<file path="config.mk">
export PLATFORM = sky130hd
export DESIGN_NAME = i2c_op_engine
export DESIGN_NICKNAME = d
export VERILOG_FILES = /design/src/rtl/i2c_op_pkg.sv /design/src/rtl/i2c_op_ctrl.sv /design/src/rtl/i2c_op_dpath.sv /design/src/rtl/i2c_op_engine.sv
export SDC_FILE = /design/constraint.sdc
export NUM_CORES = 1
export LEC_CHECK = 0
export ABC_AREA = 0
export CAP_MARGIN = 20
export CORE_MARGIN = 5
export CORE_UTILIZATION = 56
export CTS_BUF_LIST = sky130_fd_sc_hd__clkbuf_4
export DETAILED_ROUTE_END_ITERATION = 16
export PLACE_DENSITY = 0.82
export SLEW_MARGIN = 20
export SYNTH_ARGS = -nofsm -noshare
export SYNTH_HDL_FRONTEND = slang
export SYNTH_HIERARCHICAL = 1
export SYNTH_SLANG_ARGS = --single-unit
</file>
<file path="constraint.sdc">
create_clock -name clk -period 2.65 [get_ports clk]
set_input_delay 0.53 -clock clk [delete_from_list [all_inputs] [get_ports clk]]
set_output_delay 0.53 -clock clk [all_outputs]
set_load 0.03 [all_outputs]
</file>
<file path="src/rtl/i2c_op_pkg.sv">
package i2c_op_pkg;

  typedef enum logic [2:0] {
    OP_START = 3'd0,
    OP_STOP  = 3'd1,
    OP_TX    = 3'd2,
    OP_RX    = 3'd3,
    OP_ACK   = 3'd4,
    OP_NAK   = 3'd5,
    OP_RXACK = 3'd6,
    OP_NONE  = 3'd7
  } op_e;

  localparam logic [2:0] ST_STARTED = 3'd0;
  localparam logic [2:0] ST_STOPPED = 3'd1;
  localparam logic [2:0] ST_TXDONE  = 3'd2;
  localparam logic [2:0] ST_RXDONE  = 3'd3;
  localparam logic [2:0] ST_ACKSENT = 3'd4;
  localparam logic [2:0] ST_ACKGOT  = 3'd5;
  localparam logic [2:0] ST_NAKGOT  = 3'd6;

  typedef struct packed {
    logic loadTx;
    logic shiftTx;
    logic sampleBit;
    logic commitRx;
    logic checkOvr;
  } dp_strobe_t;

endpackage

</file>
<file path="src/rtl/i2c_op_ctrl.sv">
module i2c_op_ctrl
  import i2c_op_pkg::*;
#(
  parameter int CLK_DIV = 4
) (
  input  logic       clk,
  input  logic       rstN,
  input  logic       trigValid,
  input  logic [2:0] trigOp,
  input  logic       doneClr,
  input  logic       doneIrqEn,
  input  logic       sdaIn,
  input  logic       txBit,
  output dp_strobe_t strb,
  output logic       busy,
  output logic       doneFlag,
  output logic [2:0] statusCode,
  output logic       doneIrq,
  output logic       sclLowEn,
  output logic       sdaLowEn
);

  localparam int DIV_W = (CLK_DIV > 1) ? $clog2(CLK_DIV) : 1;
  localparam logic [DIV_W-1:0] DIV_LAST = DIV_W'(CLK_DIV - 1);

  logic             running;
  op_e              curOp;
  logic [1:0]       quarter;
  logic [DIV_W-1:0] divCnt;
  logic [2:0]       bitCnt;
  logic             lineHeld;
  logic             sdaHeld;
  logic             ackBit;

  logic accept, quarterEnd, bitEnd, opEnd, sampleNow, isByteOp;
  logic sclDrive, sdaDrive, bitDrive;
  logic [2:0] doneCode;

  assign isByteOp   = (trigOp == OP_TX) || (trigOp == OP_RX);
  assign accept     = trigValid && !running && (trigOp != OP_NONE);
  assign quarterEnd = running && (divCnt == DIV_LAST);
  assign bitEnd     = quarterEnd && (quarter == 2'd3);
  assign opEnd      = bitEnd && (bitCnt == 3'd0);
  assign sampleNow  = quarterEnd && (quarter == 2'd1);

  always_comb begin
    case (curOp)
      OP_TX:   bitDrive = ~txBit;
      OP_ACK:  bitDrive = 1'b1;
      default: bitDrive = 1'b0;
    endcase
  end

  always_comb begin
    sclDrive = lineHeld;
    sdaDrive = sdaHeld;
    if (running) begin
      case (curOp)
        OP_START: begin
          sclDrive = (quarter == 2'd0) ? lineHeld : (quarter == 2'd3);
          sdaDrive = quarter[1];
        end
        OP_STOP: begin
          sclDrive = (quarter == 2'd0);
          sdaDrive = !quarter[1];
        end
        default: begin
          sclDrive = (quarter == 2'd0) || (quarter == 2'd3);
          sdaDrive = bitDrive;
        end
      endcase
    end
  end

  always_comb begin
    case (curOp)
      OP_START: doneCode = ST_STARTED;
      OP_STOP:  doneCode = ST_STOPPED;
      OP_TX:    doneCode = ST_TXDONE;
      OP_RX:    doneCode = ST_RXDONE;
      OP_RXACK: doneCode = ackBit ? ST_NAKGOT : ST_ACKGOT;
      default:  doneCode = ST_ACKSENT;
    endcase
  end

  always_ff @(posedge clk or negedge rstN) begin
    if (!rstN) begin
      running    <= 1'b0;
      curOp      <= OP_START;
      quarter    <= 2'd0;
      divCnt     <= '0;
      bitCnt     <= 3'd0;
      lineHeld   <= 1'b0;
      sdaHeld    <= 1'b0;
      ackBit     <= 1'b0;
      doneFlag   <= 1'b0;
      statusCode <= ST_STARTED;
    end else begin
      if (accept) begin
        running <= 1'b1;
        curOp   <= op_e'(trigOp);
        quarter <= 2'd0;
        divCnt  <= '0;
        bitCnt  <= isByteOp ? 3'd7 : 3'd0;
      end else if (running) begin
        if (quarterEnd) begin
          divCnt  <= '0;
          quarter <= quarter + 2'd1;
        end else begin
          divCnt <= divCnt + 1'b1;
        end
        if (bitEnd) bitCnt <= bitCnt - 3'd1;
        if (sampleNow && curOp == OP_RXACK) ackBit <= sdaIn;
        if (opEnd) begin
          running  <= 1'b0;
          lineHeld <= (curOp != OP_STOP);
          sdaHeld  <= sdaDrive;
        end
      end
      if (opEnd) begin
        doneFlag   <= 1'b1;
        statusCode <= doneCode;
      end else if (doneClr) begin
        doneFlag   <= 1'b0;
        statusCode <= ST_STARTED;
      end
    end
  end

  always_comb begin
    strb           = '0;
    strb.loadTx    = accept;
    strb.shiftTx   = bitEnd && (curOp == OP_TX);
    strb.sampleBit = sampleNow && (curOp == OP_RX);
    strb.commitRx  = opEnd && (curOp == OP_RX);
    strb.checkOvr  = accept && isByteOp;
  end

  assign busy     = running;
  assign doneIrq  = doneFlag && doneIrqEn;
  assign sclLowEn = sclDrive;
  assign sdaLowEn = sdaDrive;

  // code 7 is never reported
  p_code_valid_r1: assert property (@(posedge clk) disable iff (!rstN)
    doneFlag |-> (statusCode != 3'd7));

  // the flag only rises from a running phase
  p_done_src_r2: assert property (@(posedge clk) disable iff (!rstN)
    $rose(doneFlag) |-> $past(running));

  // a clear with no completion empties flag and status
  p_clear_r3: assert property (@(posedge clk) disable iff (!rstN)
    (doneClr && !opEnd) |=> (!doneFlag && statusCode == 3'd0));

  // SDA moves under released SCL only during start or stop
  p_sda_scl_high_r7: assert property (@(posedge clk) disable iff (!rstN)
    (!sclLowEn && !$past(sclLowEn) && (sdaLowEn != $past(sdaLowEn)))
      |-> (running && (curOp == OP_START || curOp == OP_STOP)));

  // a trigger during a running phase leaves the operation alone
  p_busy_ignore_r10: assert property (@(posedge clk) disable iff (!rstN)
    (running && trigValid) |=> (curOp == $past(curOp)));

endmodule

</file>
<file path="src/rtl/i2c_op_dpath.sv">
module i2c_op_dpath
  import i2c_op_pkg::*;
#(
  parameter int DATA_W = 8
) (
  input  logic              clk,
  input  logic              rstN,
  input  dp_strobe_t        strb,
  input  logic [DATA_W-1:0] txData,
  input  logic              sdaIn,
  input  logic              rxRead,
  input  logic              ovrClr,
  input  logic              errIrqEn,
  output logic              txBit,
  output logic [DATA_W-1:0] rxData,
  output logic              ovrFlag,
  output logic              errIrq
);

  logic [DATA_W-1:0] txShift, rxShift, rxBuf, bufNext;
  logic bufFull, shiftFull, bufFullNext, shiftFullNext;

  always_comb begin
    bufNext       = rxBuf;
    bufFullNext   = bufFull;
    shiftFullNext = shiftFull;
    if (rxRead && bufFull) begin
      if (shiftFull) begin
        bufNext       = rxShift;
        shiftFullNext = 1'b0;
      end else begin
        bufFullNext = 1'b0;
      end
    end
    if (strb.commitRx) begin
      if (!bufFullNext) begin
        bufNext     = rxShift;
        bufFullNext = 1'b1;
      end else begin
        shiftFullNext = 1'b1;
      end
    end
  end

  always_ff @(posedge clk or negedge rstN) begin
    if (!rstN) begin
      txShift   <= '0;
      rxShift   <= '0;
      rxBuf     <= '0;
      bufFull   <= 1'b0;
      shiftFull <= 1'b0;
      ovrFlag   <= 1'b0;
    end else begin
      if (strb.loadTx)       txShift <= txData;
      else if (strb.shiftTx) txShift <= {txShift[DATA_W-2:0], 1'b0};
      if (strb.sampleBit)    rxShift <= {rxShift[DATA_W-2:0], sdaIn};
      rxBuf     <= bufNext;
      bufFull   <= bufFullNext;
      shiftFull <= shiftFullNext;
      if (strb.checkOvr && bufFull && shiftFull) ovrFlag <= 1'b1;
      else if (ovrClr)                           ovrFlag <= 1'b0;
    end
  end

  assign txBit  = txShift[DATA_W-1];
  assign rxData = rxBuf;
  assign errIrq = ovrFlag && errIrqEn;

  // overrun only from a byte trigger with both places full
  p_ovr_cause_r4: assert property (@(posedge clk) disable iff (!rstN)
    $rose(ovrFlag) |-> $past(strb.checkOvr && bufFull && shiftFull));

  // overrun stays until cleared
  p_ovr_sticky_r5: assert property (@(posedge clk) disable iff (!rstN)
    (ovrFlag && !ovrClr) |=> ovrFlag);

  // the shift register only holds a byte behind a full buffer
  p_shift_behind_buf_r9: assert property (@(posedge clk) disable iff (!rstN)
    shiftFull |-> bufFull);

endmodule

</file>
<file path="src/rtl/i2c_op_engine.sv">
module i2c_op_engine
  import i2c_op_pkg::*;
#(
  parameter int CLK_DIV = 4
) (
  input  logic       clk,
  input  logic       rstN,
  input  logic       trigValid,
  input  logic [2:0] trigOp,
  input  logic [7:0] txData,
  input  logic       rxRead,
  output logic [7:0] rxData,
  input  logic       doneClr,
  input  logic       ovrClr,
  input  logic       doneIrqEn,
  input  logic       errIrqEn,
  output logic       busy,
  output logic       doneFlag,
  output logic [2:0] statusCode,
  output logic       ovrFlag,
  output logic       doneIrq,
  output logic       errIrq,
  input  logic       sdaIn,
  output logic       sclLowEn,
  output logic       sdaLowEn
);

  dp_strobe_t strb;
  logic       txBit;

  i2c_op_ctrl #(.CLK_DIV(CLK_DIV)) u_ctrl (
    .clk        (clk),
    .rstN       (rstN),
    .trigValid  (trigValid),
    .trigOp     (trigOp),
    .doneClr    (doneClr),
    .doneIrqEn  (doneIrqEn),
    .sdaIn      (sdaIn),
    .txBit      (txBit),
    .strb       (strb),
    .busy       (busy),
    .doneFlag   (doneFlag),
    .statusCode (statusCode),
    .doneIrq    (doneIrq),
    .sclLowEn   (sclLowEn),
    .sdaLowEn   (sdaLowEn)
  );

  i2c_op_dpath #(.DATA_W(8)) u_dpath (
    .clk      (clk),
    .rstN     (rstN),
    .strb     (strb),
    .txData   (txData),
    .sdaIn    (sdaIn),
    .rxRead   (rxRead),
    .ovrClr   (ovrClr),
    .errIrqEn (errIrqEn),
    .txBit    (txBit),
    .rxData   (rxData),
    .ovrFlag  (ovrFlag),
    .errIrq   (errIrq)
  );

endmodule

</file>
---- Word-level counts from Yosys, hierarchy flattened ----
Cells that the tools add are included.
storage, ports and cells
  register bits after elaboration ......... 45
  bits in latches ......................... 0
  bits in writable memories ............... 0
  bits in read-only memories .............. 0
  input bits .............................. 20
  output and inout port bits .............. 18
  logic and storage cells ................. 105
  memories kept ........................... 0
operators by class
  add/sub/neg operators ................... 3
  multiply operators ...................... 0
  divide/modulo/power cells ............... 0
  order comparisons ....................... 0
  eq/ne operators ......................... 12
  shift operators ......................... 0
  mux-type cells .......................... 39
  bitwise operators ....................... 2
  reduce and logical (&&, ||, !) cells .... 33
operators with widths
  kind                   number
  $mux W8                6
  $mux W3                6
  $logic_and A1 B1 Y1    16
  $mux W1                16
  $pmux W3 S5            1
  $mux W2                7
  $eq A3 B2 Y1 const B   4
  $reduce_bool A2 Y1     6
  $eq A3 B3 Y1 const B   2
  $logic_not A3 Y1       2
  $pmux W1 S2            3
  $reduce_and A3 Y1      2
  $add A2 B1 Y2 const B  2
  $eq A2 B2 Y1 const B   2
  $reduce_and A2 Y1      2
  $eq A3 B1 Y1 const B   1
  $ne A3 B1 Y1 const B   1
  $ne A3 B3 Y1 const B   1
  $sub A3 B1 Y3 const B  1
  $eq A2 B1 Y1 const B   1
  $logic_not A1 Y1       2
  $logic_not A2 Y1       1
  $logic_or A1 B1 Y1     2
  $not A1 Y1             2

---- Logic depth before layout (Yosys ltp) ----
  depth in word-level cells ............... 7
  mapped depth ............................ 10
  depth with buffers taken out ............ 7

---- Cells and area by module ----
Netlist, hierarchy kept.
modules (own cells, without submodules)
  module        instances  cells an instance  area each (µm²)  seq. area each (µm²)
  i2c_op_dpath  1          130                1488.9           675.6
  i2c_op_ctrl   1          109                1068.5           450.4

---- Worst setup path before layout ----
Ideal clock, no wire load.
  path kind ............................... flip-flop to flip-flop
  start point ............................. register u_ctrl.divCnt[0]
  end point ............................... register u_dpath.rxBuf[6] (netlist: u_dpath/rxData[6])
  library setup time ...................... 133 ps
  arrival ................................. 1950 ps
  data required time ...................... 2517 ps
  path slack .............................. 567 ps
  stages on the path, launching flop included .. 11
  buffers on the path ..................... 3
  clock period less this slack ............ 2083 ps
  cells stage by stage .................... dfrtp_1 ha_1 and3_1 buf_6 and3_4 buf_6 and3_2 or2_1 buf_6 o22ai_1 a211oi_2
RTL lines
  item                    line                text
  from (decl)             i2c_op_ctrl.sv:29   logic [DIV_W-1:0] divCnt;
  from (signal assigned)  i2c_op_ctrl.sv:110  divCnt <= divCnt + 1'b1;
  to (signal assigned)    i2c_op_dpath.sv:57  rxBuf <= bufNext;
  to (decl)               i2c_op_dpath.sv:20  logic [DATA_W-1:0] txShift, rxShift, rxBuf, bufNext;

---- Final worst setup path ----
  start point ............................. register u_ctrl.curOp[2]
  end point ............................... output port sdaLowEn
on the way
  word-level cells in the longest chain between the ends .. 4
  elaborated cells between the ends (all ways) .. 7
  classes of those cells .................. 3 x eq/ne; 3 x mux; 1 x reduce/logical
RTL lines
  item                                          line                 text
  from (decl)                                   i2c_op_ctrl.sv:27    op_e curOp;
  from (signal assigned)                        i2c_op_ctrl.sv:101   curOp <= op_e'(trigOp);
  $eq A3 B3 Y1 or $eq A3 B2 Y1 (tied branches)  i2c_op_ctrl.sv:47    case (curOp)
  $pmux W1 S2                                   i2c_op_ctrl.sv:47
  $pmux W1 S2 (*)                               i2c_op_ctrl.sv:58    case (curOp)
  $mux W1 (*)                                   i2c_op_ctrl.sv:57    if (running) begin
  to (decl)                                     i2c_op_engine.sv:25  output logic sdaLowEn
Every way passes the cells marked *; elsewhere a longest branch is shown, timed or not.

==> impl_metrics.json <==
{
  "status": "finished, final reports clean",
  "first_iter_violations": 89,
  "avgSynthCellArea_um2": 10.7,
  "seq_power_share_pct": 41.9,
  "worst_setup_path_end_kind": "output pin",
  "die-height_um": 77.6,
  "cts_tree": "built",
  "clock_pin_transition_on_the_worst_setup_and_hold_timing_paths_ns": 0.14,
  "leakage_nw": 1.31,
  "hold_viol": 0,
  "yosys_warn_count": 6,
  "clock_sinks": 45,
  "min_tclk_post_route_ns": 2.42,
  "core_area_mm2": 0.00438,
  "crit_required_ns": 2.12,
  "setup_viol": 0,
  "netSwitchingFraction_pct": 38.9,
  "post-route-drc-count": 0,
  "place_congestion": 0.809,
  "maxSlewHeadroom_pct": 39.2,
  "netlist_top_cells_area": "sky130_fd_sc_hd__dfrtp_1, sky130_fd_sc_hd__a211oi_2, sky130_fd_sc_hd__mux2i_1, sky130_fd_sc_hd__o21ai_1, sky130_fd_sc_hd__mux2_1",
  "worst_ep_arrival_time_ns": 1.89,
  "final_nets": 297,
  "setup_repair_after_global_routing_missed_its_margin": "no",
  "critPathMaxFanout": 11,
  "grt_pass1_wl_um": 8270,
  "synth_largest_area_cell": "sky130_fd_sc_hd__dfrtp_1",
  "startpoint_type": "register",
  "finClkSkew_ns": 0.0157,
  "worst_skew_pair_latency_ns": 0.36,
  "mappedNetlistArea_mm2": 0.00256,
  "mean_number_of_vias_per_cell": 5.73,
  "achievable-frequency_mhz": 413,
  "groute.usage.overall_pct": 16.6,
  "floorplan.die_area_mm2": 0.00602,
  "start_util_pct": 58.3,
  "comb_power_share_pct": 42.7,
  "synth_nets": 265,
  "synth_cell_type_count": 48,
  "power_density_mw_per_mm2": 912,
  "finalPower_mw": 2.72,
  "ratio_of_cells_with_drive_above_1_in_the_final_layout_pct": 16.2,
  "reg2reg_from": "u_ctrl/quarter[1]",
  "clock_power_share_pct": 15.3,
  "grt_antenna_before_repair": 0,
  "regArea_mm2": 0.00113,
  "detail_route.wl_per_cell_um": 14.8,
  "cts-htree-levels": 2,
  "synth_top_area_share_pct": 44.0,
  "async_reset_ff_share_pct": 100,
  "clock-root-buffer": "sky130_fd_sc_hd__clkbuf_4",
  "crit_path_start": "u_ctrl/curOp[2]",
  "period_share_pct": 91.4,
  "dr_total_vias": 1858,
  "hp-class": "in -> async",
  "die_width_um": 77.6,
  "diodes": 0,
  "multi_input_comb_area_mm2": 0.00124,
  "crit_type": "reg -> out",
  "clk_path_buf_depth": 2,
  "cts_bufs_inserted": 5,
  "area_growth_pct": 16.4,
  "dp_slack_ns": 0.241,
  "place_hpwl_um": 3370,
  "netSwitchingPower_mw": 1.06,
  "antenna_violating_nets_post_route": 0,
  "synth-seq-area-share_pct": 44.0,
  "worst_slew_pin_slew_ns": 0.913,
  "first_global_vias": 1840,
  "maxCapViolations": 0,
  "setup_tns_ns": 0,
  "number_of_buffers_added_on_ports": 37,
  "post-route-worst-setup-slack_ns": 0.229,
  "row_count": 24,
  "peakVddDrop_v": 0.000607,
  "syn_inst": 239,
  "grt_max_degree": 46,
  "total_overflow_reported_by_the_global_router": 0,
  "timing.final.max_slew_violations": 0,
  "route.final.wire_length_um": 4780,
  "postSynth.topFlopCell": "sky130_fd_sc_hd__dfrtp_1",
  "drt_first_pass_iters": 4,
  "cell_internal_pwr_mw": 1.66,
  "num-fill-cells": 354,
  "number_of_top_level_pins": 38,
  "number_of_synthesized_register_bits": 45,
  "synth_enable_flop_cells": 0
}
## state kept, by name (all words and copies together), names as in the netlist, 2 cells and up
register / cells
u_ctrl/bitCnt: 3
u_ctrl/curOp: 3
u_ctrl/divCnt: 2
u_ctrl/quarter: 2
u_ctrl/statusCode: 3
u_dpath/rxData: 8
u_dpath/rxShift: 8
u_dpath/txShift: 8
## cell usage after synthesis (2+ instances only)
master                      n
sky130_fd_sc_hd__nand2b_1   4
sky130_fd_sc_hd__ha_1       6
sky130_fd_sc_hd__buf_2      7
sky130_fd_sc_hd__and3_1     3
sky130_fd_sc_hd__nand2_1   14
sky130_fd_sc_hd__mux2i_1   12
sky130_fd_sc_hd__and3_2     3
sky130_fd_sc_hd__dfrtp_1   45
sky130_fd_sc_hd__o21ai_1   18
sky130_fd_sc_hd__inv_1     11
sky130_fd_sc_hd__or2_1      2
sky130_fd_sc_hd__nor2_1     7
sky130_fd_sc_hd__a211oi_2  15
sky130_fd_sc_hd__clkbuf_1   4
sky130_fd_sc_hd__xnor2_1    3
sky130_fd_sc_hd__and2_1     3
sky130_fd_sc_hd__nor2b_1   11
sky130_fd_sc_hd__o21ai_0    2
sky130_fd_sc_hd__a21o_1     2
sky130_fd_sc_hd__nand3_1    4
sky130_fd_sc_hd__nand3b_1   7
sky130_fd_sc_hd__a31oi_1    3
sky130_fd_sc_hd__o22ai_1    8
sky130_fd_sc_hd__buf_6      5
sky130_fd_sc_hd__mux2_2     4
sky130_fd_sc_hd__a21oi_1    7
sky130_fd_sc_hd__mux2_1     8
## final cells by class
class | instances | area share [%]
multi-input combinational | 163 | 41.6
clock inverter | 3 | 1.39
timing repair buffer | 44 | 14.2
clock buffer | 5 | 1.26
tap | 52 | 2.18
inverter | 12 | 1.51
sequential | 45 | 37.8
## power groups by stage
| stage | Combinational, mW | Clock, mW | Sequential, mW |
|---|---|---|---|
| floorplan | 0.830 | 0 | 1.14 |
| global placement | 1.16 | 0 | 1.13 |
| detailed placement | 1.19 | 0 | 1.15 |
| CTS | 1.17 | 0.430 | 1.13 |
| global route | 1.29 | 0.466 | 1.17 |
| finish | 1.16 | 0.416 | 1.14 |
## metrics by stage
step | cell area [µm²] | utilization (%) | hold slack (ns) | instances
final | 2980 | 67.9 | 0.123 | 324
after global routing | 2980 | 67.9 | 0.0919 | 324
after CTS | 2980 | 68.0 | 0.116 | 324
after detailed placement | 2900 | 66.2 | 0.506 | 316
after global placement | 2900 | 66.2 | 0.492 | 316
after floorplan | 2560 | - | 0.234 | 239
## routing by layer
metal  wire (µm)  global-route usage (%)  vias up  part of all wire, %
li1            -                       -      912                    -
met1        2130                    20.0      904                   44
met2        2400                    28.2       38                   50
met3         224                    5.32        4                  4.7
met4          34                    4.81        0                 0.71
met5           0                       0        -                    0
## repair_timing
action / in CTS / in global routing
resized for setup: 2 / 3
setup buffers: 0 / 0
hold buffers: 0 / 0
endpoints found under the setup margin: 2 / 1
hold endpoints to repair: 0 / 0
## cell families after synthesis
family | count (synthesis) | synth area share [%]
buffers and inverters | 31 | 7.58
AND/OR/NAND/NOR | 66 | 15.3
AO/OA/AOI/OAI | 63 | 18.6
multiplexers | 25 | 10.6
adder cells (fa/ha/maj) | 6 | 2.94
XOR/XNOR | 3 | 1.03
flip-flops | 45 | 44.0
## critical path, cell delays in order (launching register included)
cell                            delay, ns
sky130_fd_sc_hd__dfrtp_1             0.52
sky130_fd_sc_hd__nor4b_1             0.33
sky130_fd_sc_hd__a21oi_1             0.10
sky130_fd_sc_hd__a21oi_1             0.17
sky130_fd_sc_hd__dlygate4sd2_1       0.41
## placed cells by master (no fill, tap or decap), types with 4 or more instances in the layout
cell type                         Yosys  final
sky130_fd_sc_hd__nand3_1              4      4
sky130_fd_sc_hd__buf_4                1      6
sky130_fd_sc_hd__mux2i_1             12     12
sky130_fd_sc_hd__mux2_2               4      4
sky130_fd_sc_hd__inv_1               11     11
sky130_fd_sc_hd__clkbuf_4             0      5
sky130_fd_sc_hd__nor2b_1             11     11
sky130_fd_sc_hd__a211oi_2            15     15
sky130_fd_sc_hd__nand3b_1             7      7
sky130_fd_sc_hd__o22ai_1              8      8
sky130_fd_sc_hd__nand2_1             14     14
sky130_fd_sc_hd__clkdlybuf4s50_1      0     34
sky130_fd_sc_hd__ha_1                 6      6
sky130_fd_sc_hd__nand2b_1             4      4
sky130_fd_sc_hd__dfrtp_1             45     45
sky130_fd_sc_hd__o21ai_1             18     18
sky130_fd_sc_hd__mux2_1               8      8
sky130_fd_sc_hd__nor2_1               7      7
sky130_fd_sc_hd__a21oi_1              7      7
## worst paths after layout
| kind | to | slack, ns | depth (start not counted) |
|---|---|---|---|
| min in group clk | u_ctrl/doneFlag | 0.53 | 1 |
| max reg2reg | u_dpath/rxData[2] | 0.30 | 7 |
| max | sdaLowEn | 0.23 | 4 |
| min | u_dpath/rxShift[7] | 0.12 | 2 |
| min reg2reg | u_ctrl/doneFlag | 0.53 | 1 |
| max in group asynchronous | u_ctrl/quarter[1] | 2.31 | 2 |
No activity file was read; power rests on OpenSTA's default activity.
